<file path="src/rtl/hpair_pkg.sv">
package hpair_pkg;

  // Strobes driven by the control block into the datapath
  typedef struct packed {
    logic load;       // capture the operands into the output register
    logic subtract;   // even element minus odd element
    logic saturate;   // clamp narrow lanes (never set for wide lanes)
    logic wideMode;   // 32-bit lane view
  } dpStrobe_t;

  localparam int OP_W = 2;

endpackage

</file>
<file path="src/rtl/hpair_lane.sv">
module hpair_lane #(
  parameter int LANE_W = 16,
  parameter bit SAT_EN = 1'b1
) (
  input  logic [LANE_W-1:0] elemEven,
  input  logic [LANE_W-1:0] elemOdd,
  input  logic              subtract,
  input  logic              saturate,
  output logic [LANE_W-1:0] laneOut
);

  localparam int EXT_W = LANE_W + 1;

  logic [EXT_W-1:0] extEven;
  logic [EXT_W-1:0] extOdd;
  logic [EXT_W-1:0] exact;
  logic             overflow;
  logic [LANE_W-1:0] clampVal;

  assign extEven = {elemEven[LANE_W-1], elemEven};
  assign extOdd  = {elemOdd[LANE_W-1], elemOdd};
  assign exact   = subtract ? (extEven - extOdd) : (extEven + extOdd);

  // The exact result fits in LANE_W bits when the two top bits agree
  assign overflow = exact[EXT_W-1] ^ exact[LANE_W-1];
  assign clampVal = exact[EXT_W-1] ? {1'b1, {(LANE_W-1){1'b0}}}
                                   : {1'b0, {(LANE_W-1){1'b1}}};

  generate
    if (SAT_EN) begin : g_sat
      assign laneOut = (saturate && overflow) ? clampVal : exact[LANE_W-1:0];
    end else begin : g_wrap
      logic unusedSat;
      assign unusedSat = saturate ^ overflow ^ clampVal[0];
      assign laneOut = exact[LANE_W-1:0];
    end
  endgenerate

endmodule

</file>
<file path="src/rtl/hpair_ctrl.sv">
module hpair_ctrl
  import hpair_pkg::*;
(
  input  logic            clk,
  input  logic            rstN,
  input  logic            inValid,
  input  logic            outReady,
  input  logic [OP_W-1:0] opSel,
  input  logic            wide,
  output logic            inReady,
  output logic            outValid,
  output dpStrobe_t       strobe
);

  logic validQ;
  logic loadNow;

  assign inReady = !validQ || outReady;
  assign loadNow = inValid && inReady;

  always_ff @(posedge clk or negedge rstN) begin
    if (!rstN) begin
      validQ <= 1'b0;
    end else if (loadNow) begin
      validQ <= 1'b1;
    end else if (outReady) begin
      validQ <= 1'b0;
    end
  end

  always_comb begin
    strobe.load     = loadNow;
    strobe.subtract = opSel[1];
    strobe.saturate = opSel[0] && !wide;
    strobe.wideMode = wide;
  end

  assign outValid = validQ;

endmodule

</file>
<file path="src/rtl/hpair_dp.sv">
module hpair_dp
  import hpair_pkg::*;
#(
  parameter int VEC_W    = 128,
  parameter int NARROW_W = 16,
  parameter int WIDE_W   = 32
) (
  input  logic             clk,
  input  logic             rstN,
  input  dpStrobe_t        strobe,
  input  logic [VEC_W-1:0] opA,
  input  logic [VEC_W-1:0] opB,
  output logic [VEC_W-1:0] result
);

  localparam int N_LANES = VEC_W / NARROW_W;
  localparam int N_HALF  = N_LANES / 2;
  localparam int W_LANES = VEC_W / WIDE_W;
  localparam int W_HALF  = W_LANES / 2;

  logic [VEC_W-1:0] narrowRes;
  logic [VEC_W-1:0] wideRes;
  logic [VEC_W-1:0] resultQ;

  // Narrow lanes: low half from opA, high half from opB
  for (genvar k = 0; k < N_LANES; k++) begin : g_narrow
    localparam int PAIR = (k % N_HALF) * 2;
    logic [NARROW_W-1:0] eEven;
    logic [NARROW_W-1:0] eOdd;
    if (k < N_HALF) begin : g_srcA
      assign eEven = opA[PAIR*NARROW_W +: NARROW_W];
      assign eOdd  = opA[(PAIR+1)*NARROW_W +: NARROW_W];
    end else begin : g_srcB
      assign eEven = opB[PAIR*NARROW_W +: NARROW_W];
      assign eOdd  = opB[(PAIR+1)*NARROW_W +: NARROW_W];
    end
    hpair_lane #(.LANE_W(NARROW_W), .SAT_EN(1'b1)) u_lane (
      .elemEven (eEven),
      .elemOdd  (eOdd),
      .subtract (strobe.subtract),
      .saturate (strobe.saturate),
      .laneOut  (narrowRes[k*NARROW_W +: NARROW_W])
    );
  end

  // Wide lanes: wrap only
  for (genvar k = 0; k < W_LANES; k++) begin : g_wide
    localparam int PAIR = (k % W_HALF) * 2;
    logic [WIDE_W-1:0] eEven;
    logic [WIDE_W-1:0] eOdd;
    if (k < W_HALF) begin : g_srcA
      assign eEven = opA[PAIR*WIDE_W +: WIDE_W];
      assign eOdd  = opA[(PAIR+1)*WIDE_W +: WIDE_W];
    end else begin : g_srcB
      assign eEven = opB[PAIR*WIDE_W +: WIDE_W];
      assign eOdd  = opB[(PAIR+1)*WIDE_W +: WIDE_W];
    end
    hpair_lane #(.LANE_W(WIDE_W), .SAT_EN(1'b0)) u_lane (
      .elemEven (eEven),
      .elemOdd  (eOdd),
      .subtract (strobe.subtract),
      .saturate (1'b0),
      .laneOut  (wideRes[k*WIDE_W +: WIDE_W])
    );
  end

  always_ff @(posedge clk or negedge rstN) begin
    if (!rstN) begin
      resultQ <= '0;
    end else if (strobe.load) begin
      resultQ <= strobe.wideMode ? wideRes : narrowRes;
    end
  end

  assign result = resultQ;

endmodule

</file>
<file path="src/rtl/hpair_unit.sv">
module hpair_unit
  import hpair_pkg::*;
#(
  parameter int VEC_W    = 128,
  parameter int NARROW_W = 16,
  parameter int WIDE_W   = 32
) (
  input  logic             clk,
  input  logic             rstN,
  input  logic             inValid,
  output logic             inReady,
  input  logic [OP_W-1:0]  opSel,
  input  logic             wide,
  input  logic [VEC_W-1:0] opA,
  input  logic [VEC_W-1:0] opB,
  output logic             outValid,
  input  logic             outReady,
  output logic [VEC_W-1:0] result
);

  dpStrobe_t strobe;

  hpair_ctrl u_ctrl (
    .clk      (clk),
    .rstN     (rstN),
    .inValid  (inValid),
    .outReady (outReady),
    .opSel    (opSel),
    .wide     (wide),
    .inReady  (inReady),
    .outValid (outValid),
    .strobe   (strobe)
  );

  hpair_dp #(
    .VEC_W    (VEC_W),
    .NARROW_W (NARROW_W),
    .WIDE_W   (WIDE_W)
  ) u_dp (
    .clk    (clk),
    .rstN   (rstN),
    .strobe (strobe),
    .opA    (opA),
    .opB    (opB),
    .result (result)
  );

endmodule

</file>
<file path="config.mk">
export PLATFORM = sky130hd
export DESIGN_NAME = hpair_unit
export DESIGN_NICKNAME = d
export VERILOG_FILES = /design/src/rtl/hpair_pkg.sv /design/src/rtl/hpair_lane.sv /design/src/rtl/hpair_ctrl.sv /design/src/rtl/hpair_dp.sv /design/src/rtl/hpair_unit.sv
export SDC_FILE = /design/constraint.sdc
export NUM_CORES = 1
export LEC_CHECK = 0
export ABC_CLOCK_PERIOD_IN_PS = 3900
export BUFFER_PORTS_ARGS = -buffer_cell sky130_fd_sc_hd__buf_4
export CAP_MARGIN = 25
export CORE_ASPECT_RATIO = 1.4
export CORE_MARGIN = 2
export CORE_UTILIZATION = 32
export CTS_CLUSTER_SIZE = 8
export DETAILED_ROUTE_END_ITERATION = 6
export REMOVE_ABC_BUFFERS = 1
export SLEW_MARGIN = 0
export SYNTH_ARGS = -nofsm -noshare
export SYNTH_HDL_FRONTEND = slang
export SYNTH_SLANG_ARGS = --single-unit
</file>
<file path="constraint.sdc">
create_clock -name clk -period 3.9 [get_ports clk]
set_input_delay 0.39 -clock clk [delete_from_list [all_inputs] [get_ports clk]]
set_output_delay 0.39 -clock clk [all_outputs]
set_load 0.02 [all_outputs]
</file>
==> results.sh, run 1 <==
export IMPL_drtPass1Iterations=6
export IMPL_dpl_cell_count=5263
export IMPL_grt_pass1_wl_mm=160
export IMPL_initialDrtViolationCount=1649
export IMPL_rsz0062_at_grt="true"
export IMPL_fin_crit_sh_pct=104
export IMPL_place_congestion=0.976
export IMPL_fin_cells=5304
export IMPL_clockBufferDepth=2
export IMPL_crit_type="input pin to flip-flop"
export IMPL_status="finished, violations left"
export IMPL_fin_nets=4869
export IMPL_p_clk_share_pct=13.9
export IMPL_drt_wl_total_mm=106
export IMPL_cts_tree="built"
export IMPL_tightest_slew_ns=1.04
export IMPL_synth_area_sq_mm=0.0237
export IMPL_first_global_vias=28400
export IMPL_rr_worst_depth=5
export IMPL_coreArea_sq_mm=0.0737
export IMPL_grt_overflow_total=0
export IMPL_max_slew_margin_pct=30.6
export IMPL_ys_seq_area_share_pct=13.6
export IMPL_wl_per_cell_um=20.1
export IMPL_maxCapViolCount=0
export IMPL_r2r_start="u_ctrl.outValid$_DFFE_PN0P_"
export IMPL_end_kind="flip-flop"
export IMPL_synthToLayoutAreaGrowth_pct=48.0
export IMPL_violations="negative setup slack"
export IMPL_mostFrequentLayoutCells="buf_4 (1241), nor2_1 (372), a21oi_1 (340)"
export IMPL_fmax_ghz=0.247
export IMPL_dp_hpwl_mm=88.7
export IMPL_grt_max_degree=82
export IMPL_synth_cell_types=103
export IMPL_row_count=118
export IMPL_worstPathRequired_ns=4.27
export IMPL_min_path_type="input pin to flip-flop"
export IMPL_drcViolationCount=0
export IMPL_synthesis_instances=3150
export IMPL_root_buffer="clkbuf_16"
export IMPL_cp_start_kind="input pin"
export IMPL_h_tree_depth=4
export IMPL_powerDensity_mw_per_mm2=349
export IMPL_die_area_sq_mm=0.0763
export IMPL_worstSkewPairLatency_ns=0.51
export IMPL_die_w_um=234
export IMPL_switching_share_pct=45.4
export IMPL_gr_usage_all_layers_pct=27.3
export IMPL_port_buffers=392
export IMPL_die_y_um=326
export IMPL_ant_nets=0
export IMPL_cts_sinks=129
export IMPL_fin_crit_ns=4.05
export IMPL_critical_path_arrival_ns=4.42
export IMPL_final_common_cell="buf_4"
export IMPL_layout_setup_ws_ns=-0.148
export IMPL_via_per_inst=5.36
export IMPL_internal_power_uw=6670
export IMPL_crit_path_start="opB[32]"
export IMPL_r2r_end="u_dp.result[11]$_DFFE_PN0P_"
export IMPL_hold_start="inValid"
export IMPL_fillers=7430
export IMPL_synth_edf_count=0
export IMPL_rrSetupSlack_ns=1.52
export IMPL_p_comb_share_pct=69.2
export IMPL_synthArstFlopShare_pct=100
export IMPL_clk_pin_slew_worst_paths_ns=0.06
export IMPL_leakage_uw=0.0164
export IMPL_cts_buffers=17
export IMPL_initial_utilization_pct=32.2
export IMPL_yosys_most_used_dff="dfrtp_1"
export IMPL_synth_seq_cells=129
export IMPL_via_count=28400
export IMPL_power_switching_uw=5550
export IMPL_ios=393
export IMPL_ir_worst_vdd_mv=0.379
export IMPL_antenna_found_initial=1
export IMPL_fin_skew_ns=0.0181
export IMPL_finalMaxSlewViolations=0
export IMPL_place_worst_setup_slack_ns=-0.893
export IMPL_worstPathMaxFanout=4
export IMPL_setup_viol=7
export IMPL_ys_warn_count=0
export IMPL_hold_violations=0
export IMPL_drive_above_1_share_pct=32.7
export IMPL_seq_power_share_pct=16.9
export IMPL_avgSynthCellArea_sq_um=7.52
export IMPL_setup_worst_path_end="u_dp.result[92]$_DFFE_PN0P_"
cells in the mapped netlist, drive strengths merged (8+ instances only):
cell / count / share of area [%]
nor4: 33 / 0.95
nor2b: 34 / 0.90
a41oi: 8 / 0.33
xnor2: 323 / 12
a31o: 8 / 0.30
a221oi: 12 / 0.50
o22a: 8 / 0.30
o21ai: 162 / 3.4
nor2: 378 / 6.0
a21oi: 349 / 7.4
a211oi: 41 / 1.3
o22ai: 48 / 1.3
a21o: 103 / 3.3
nand3: 43 / 0.91
or3: 41 / 1.1
xor2: 128 / 4.8
o221ai: 12 / 0.44
fa: 12 / 1.0
nand2: 160 / 2.5
o21a: 40 / 1.3
and2: 31 / 0.83
nor3: 105 / 2.3
o211ai: 29 / 0.94
buf: 16 / 0.37
o211a: 8 / 0.34
clkbuf: 84 / 1.3
dfrtp: 129 / 14
mux2i: 24 / 1.0
or4: 18 / 0.59
nor3b: 14 / 0.46
and3: 33 / 0.87
o31a: 12 / 0.44
o21bai: 35 / 1.1
inv: 97 / 1.5
ha: 264 / 14
a22oi: 13 / 0.41
nand4: 18 / 0.48
a211o: 11 / 0.41
o31ai: 26 / 0.98
nand2b: 41 / 1.1
a31oi: 63 / 1.7
or2: 19 / 0.51
worst min path at each step:
stage                                              to  slack [ns]  depth (start not counted)
after global routing      u_ctrl.outValid$_DFFE_PN0P_        0.12                          2
final                     u_ctrl.outValid$_DFFE_PN0P_        0.11                          2
after floorplan           u_ctrl.outValid$_DFFE_PN0P_        0.09                          0
after CTS                 u_ctrl.outValid$_DFFE_PN0P_        0.08                          2
after detailed placement  u_dp.result[33]$_DFFE_PN0P_        0.48                          2
after global placement    u_dp.result[79]$_DFFE_PN0P_        0.47                          2
power by group through the flow:
stage | registers [uW] | clock network, uW | logic [uW]
after detailed placement | 2090 | 0 | 8310
after CTS | 2070 | 1750 | 8370
after floorplan | 2460 | 0 | 3930
final | 2070 | 1700 | 8450
after global placement | 2090 | 0 | 8250
after global routing | 2110 | 1770 | 9160
state kept, by name, summed over array words and instances (netlist names):
signal and flops:
u_dp.result 128, u_ctrl.outValid 1
per-stage QoR:
stage	total power, uW	cell area (sq um)	TNS [ns]	hold WS (ns)	util [%]
detailed placement	10400	34100	-36.39	0.479	46.2
global route	13000	35000	-1.75	0.117	47.6
CTS	12200	34700	0	0.0753	47.1
finish	12200	35000	-0.604	0.112	47.6
global placement	10300	34100	-31.55	0.470	46.2
floorplan	6390	23300	-41.77	0.0944	-
per-layer routing:
metal  vias to the layer above  routed length, um  GRT usage [%]
li1                      14000                  -              -
met5                         -                  0              0
met2                       704              54400           49.8
met4                         0               4400           11.7
met1                     13500              43600           31.7
met3                       200               4040           3.20
final cells by class:
| cell class | count | area (sq um) | share of cell area, % |
|---|---|---|---|
| multi-input cells | 2824 | 20000 | 57.2 |
| repair buffers | 1261 | 9650 | 27.5 |
| flip-flops and latches | 129 | 3230 | 9.21 |
| well taps | 960 | 1200 | 3.43 |
| clock buffers | 19 | 433 | 1.24 |
| inverters | 97 | 369 | 1.05 |
| clock inverters | 13 | 131 | 0.375 |
| diodes | 1 | 2.50 | 0.00714 |
critical path, cell delays in order:
cell,delay (ns)
buf_8,0.10
inv_6,0.05
ha_4,0.14
nand2b_4,0.06
or4_4,0.50
nor2_4,0.13
nand3b_1,0.12
or2_4,0.29
nor2b_4,0.12
buf_6,0.12
nor2_4,0.04
xnor2_2,0.15
ha_4,0.30
buf_6,0.09
nand4_1,0.11
or4_1,0.56
o22ai_2,0.14
or3_1,0.14
o221a_4,0.20
o211ai_1,0.14
buf_4,0.18
o21bai_1,0.15
xnor2_1,0.13
o22ai_1,0.08
logic make-up after synthesis:
| logic type | Yosys count | share of synthesized area [%] |
|---|---|---|
| AOI/OAI and AO/OA | 1072 | 29.5 |
| and+or+nand+nor | 999 | 20.7 |
| muxes | 26 | 1.11 |
| buffers and inverters | 197 | 3.24 |
| DFF | 129 | 13.6 |
| adders and majority gates | 276 | 15.0 |
| xor gates and xnor gates | 451 | 16.9 |
timing repair:
action | in CTS | in global routing
buffers inserted | 2 | 5
setup endpoints to repair | 10 | 64
endpoints found under the hold margin | 5 | 0
hold buffers | 1 | 0
pin swaps | 8 | 29
resized for setup | 19 | 64
No activity file was read; power rests on OpenSTA's default activity.
==> run 2: changes to the inputs <==
Settings changed: BUFFER_PORTS_ARGS -buffer_cell sky130_fd_sc_hd__buf_4 to default, DONT_BUFFER_PORTS from default to 1.
==> run 2 against run 1 <==
  * Largest cell class unchanged
  * Die area is the same
  * Combinational power fell by 28%
  * Core utilization down 8.0 points
  * The flow now finishes without violations
  * Highest routed layer is now met5
==> results.sh, run 2 (same netlist as run 1, synthesis figures left out) <==
export IMPL_worstSkewPairLatency_ns=0.51
export IMPL_fin_skew_ns=0.0208
export IMPL_leakage_uw=0.0127
export IMPL_fin_nets=4091
export IMPL_wl_met2_mm=50.3
export IMPL_wl_per_cell_um=22.2
export IMPL_grt_overflow_total=0
export IMPL_drt_wl_total_mm=101
export IMPL_port_buffers=0
export IMPL_tightest_slew_ns=0.994
export IMPL_finalMaxSlewViolations=0
export IMPL_die_w_um=234
export IMPL_min_path_type="input pin to flip-flop"
export IMPL_largest_reg_flops=128
export IMPL_placed_area_sq_mm=0.0282
export IMPL_powerDensity_mw_per_mm2=367
export IMPL_maxCapViolCount=0
export IMPL_antenna_found_initial=4
export IMPL_worstPathRequired_ns=4.31
export IMPL_cts_sinks=129
export IMPL_via_per_inst=5.70
export IMPL_root_buffer="clkbuf_16"
export IMPL_ios=393
export IMPL_critical_path_arrival_ns=4.24
export IMPL_clockBufferDepth=2
export IMPL_first_global_vias=25300
export IMPL_drtPass1Iterations=6
export IMPL_crit_type="input pin to flip-flop"
export IMPL_cts_tree="built"
export IMPL_mostFrequentLayoutCells="buf_4 (470), nor2_1 (373), a21oi_1 (344)"
export IMPL_synthToLayoutAreaGrowth_pct=23.0
export IMPL_coreArea_sq_mm=0.0737
export IMPL_fin_crit_sh_pct=98.2
export IMPL_route_met3_wl_mm=6.82
export IMPL_wl_met1_mm=38.7
export IMPL_initial_utilization_pct=32.2
export IMPL_initialDrtViolationCount=1526
export IMPL_max_slew_margin_pct=33.5
export IMPL_cp_start_kind="input pin"
export IMPL_die_area_sq_mm=0.0763
export IMPL_highest_layer="met5"
export IMPL_rsz0062_at_grt="true"
export IMPL_cts_buffers=17
export IMPL_dp_hpwl_mm=81.8
export IMPL_end_kind="flip-flop"
export IMPL_final_common_cell="buf_4"
export IMPL_setup_viol=0
export IMPL_grt_pass1_wl_mm=151
export IMPL_clk_pin_slew_worst_paths_ns=0.08
export IMPL_final_setup_tns_ns=0
export IMPL_status="completed"
export IMPL_worstPathMaxFanout=5
export IMPL_place_congestion=0.948
export IMPL_fmax_ghz=0.261
export IMPL_drcViolationCount=0
export IMPL_grt_max_degree=212
export IMPL_hold_violations=0
export IMPL_row_count=118
export IMPL_fin_crit_ns=3.83
export IMPL_h_tree_depth=4
export IMPL_drive_above_1_share_pct=17.3
export IMPL_die_y_um=326
export IMPL_diodes=0
export IMPL_gr_usage_all_layers_pct=26.0
export IMPL_final_cell_area_sq_mm=0.0291
export IMPL_ir_worst_vdd_mv=0.378
export IMPL_ant_nets=0
export IMPL_via_count=25800
-- run 2: area by class of cell --
type,count,area [sq um]
Tap cell,960,1200
Sequential cell,129,3230
Inverter,97,389
Clock buffer,18,439
Fill cell,7637,44500
Clock inverter,14,193
Multi-Input combinational cell,2824,19900
Timing Repair Buffer,483,3770
-- run 2: through the flow --
step           setup slack [ns]  hold WS [ns]  total power (uW)  util [%]  cells
6_report                 0.0693        0.0672             10700      39.5   4525
5_1_grt                 -0.0878        0.0382             11500      39.5   4525
3_3_place_gp             -0.648        0.0977              8640      38.2   4485
4_1_cts                -0.00395        0.0106             10700      39.2   4520
3_5_place_dp             -0.676        0.0967              8680      38.2   4485
2_1_floorplan             -1.68        0.0944              6390         -   3050
-- run 2: where the power goes --
part | leakage, uW | switching [uW] | internal (uW)
clock | 0.000308 | 857 | 1040
sequential | 0.00145 | 1000 | 1730
combinational | 0.0109 | 3150 | 2900
-- run 2: routing by layer --
metal	vias to the layer above	track usage, %
met3	212	5.72
met2	844	46.1
met1	12200	29.2
met5	-	0
met4	4	12.2
li1	12500	-
-- run 2: final timing paths --
path	startpoint	end	slack, ns	cells after the start
max	opB[33]	u_dp.result[94]$_DFFE_PN0P_	0.07	21
min	opSel[0]	u_dp.result[112]$_DFFE_PN0P_	0.07	2
max reg2reg	u_ctrl.outValid$_DFFE_PN0P_	u_dp.result[110]$_DFFE_PN0P_	1.31	8
min reg2reg	u_dp.result[1]$_DFFE_PN0P_	u_dp.result[1]$_DFFE_PN0P_	0.63	2
max in group asynchronous	rstN	u_dp.result[30]$_DFFE_PN0P_	2.74	2
min in group asynchronous	rstN	u_dp.result[98]$_DFFE_PN0P_	0.52	2
-- run 2: timing repair --
action	in CTS	in global routing
resized for setup	4	46
hold endpoints to repair	130	0
pin swaps	1	24
buffers inserted	0	4
hold buffers	3	0
endpoints found under the setup margin	4	47
-- run 2: worst max-delay path, cell delays in order --
cell,delay [ns]
clkinv_8,0.02
ha_4,0.13
nand2b_4,0.06
or4_4,0.50
nor2_4,0.12
nand3b_1,0.09
or2_4,0.25
nor2b_1,0.10
buf_4,0.15
a21oi_4,0.06
xnor2_2,0.14
ha_1,0.35
nor3_2,0.20
or3_4,0.16
o22ai_2,0.07
or3_1,0.39
o221a_4,0.27
o211ai_1,0.28
o21ai_1,0.11
xnor2_1,0.13
a221oi_1,0.26
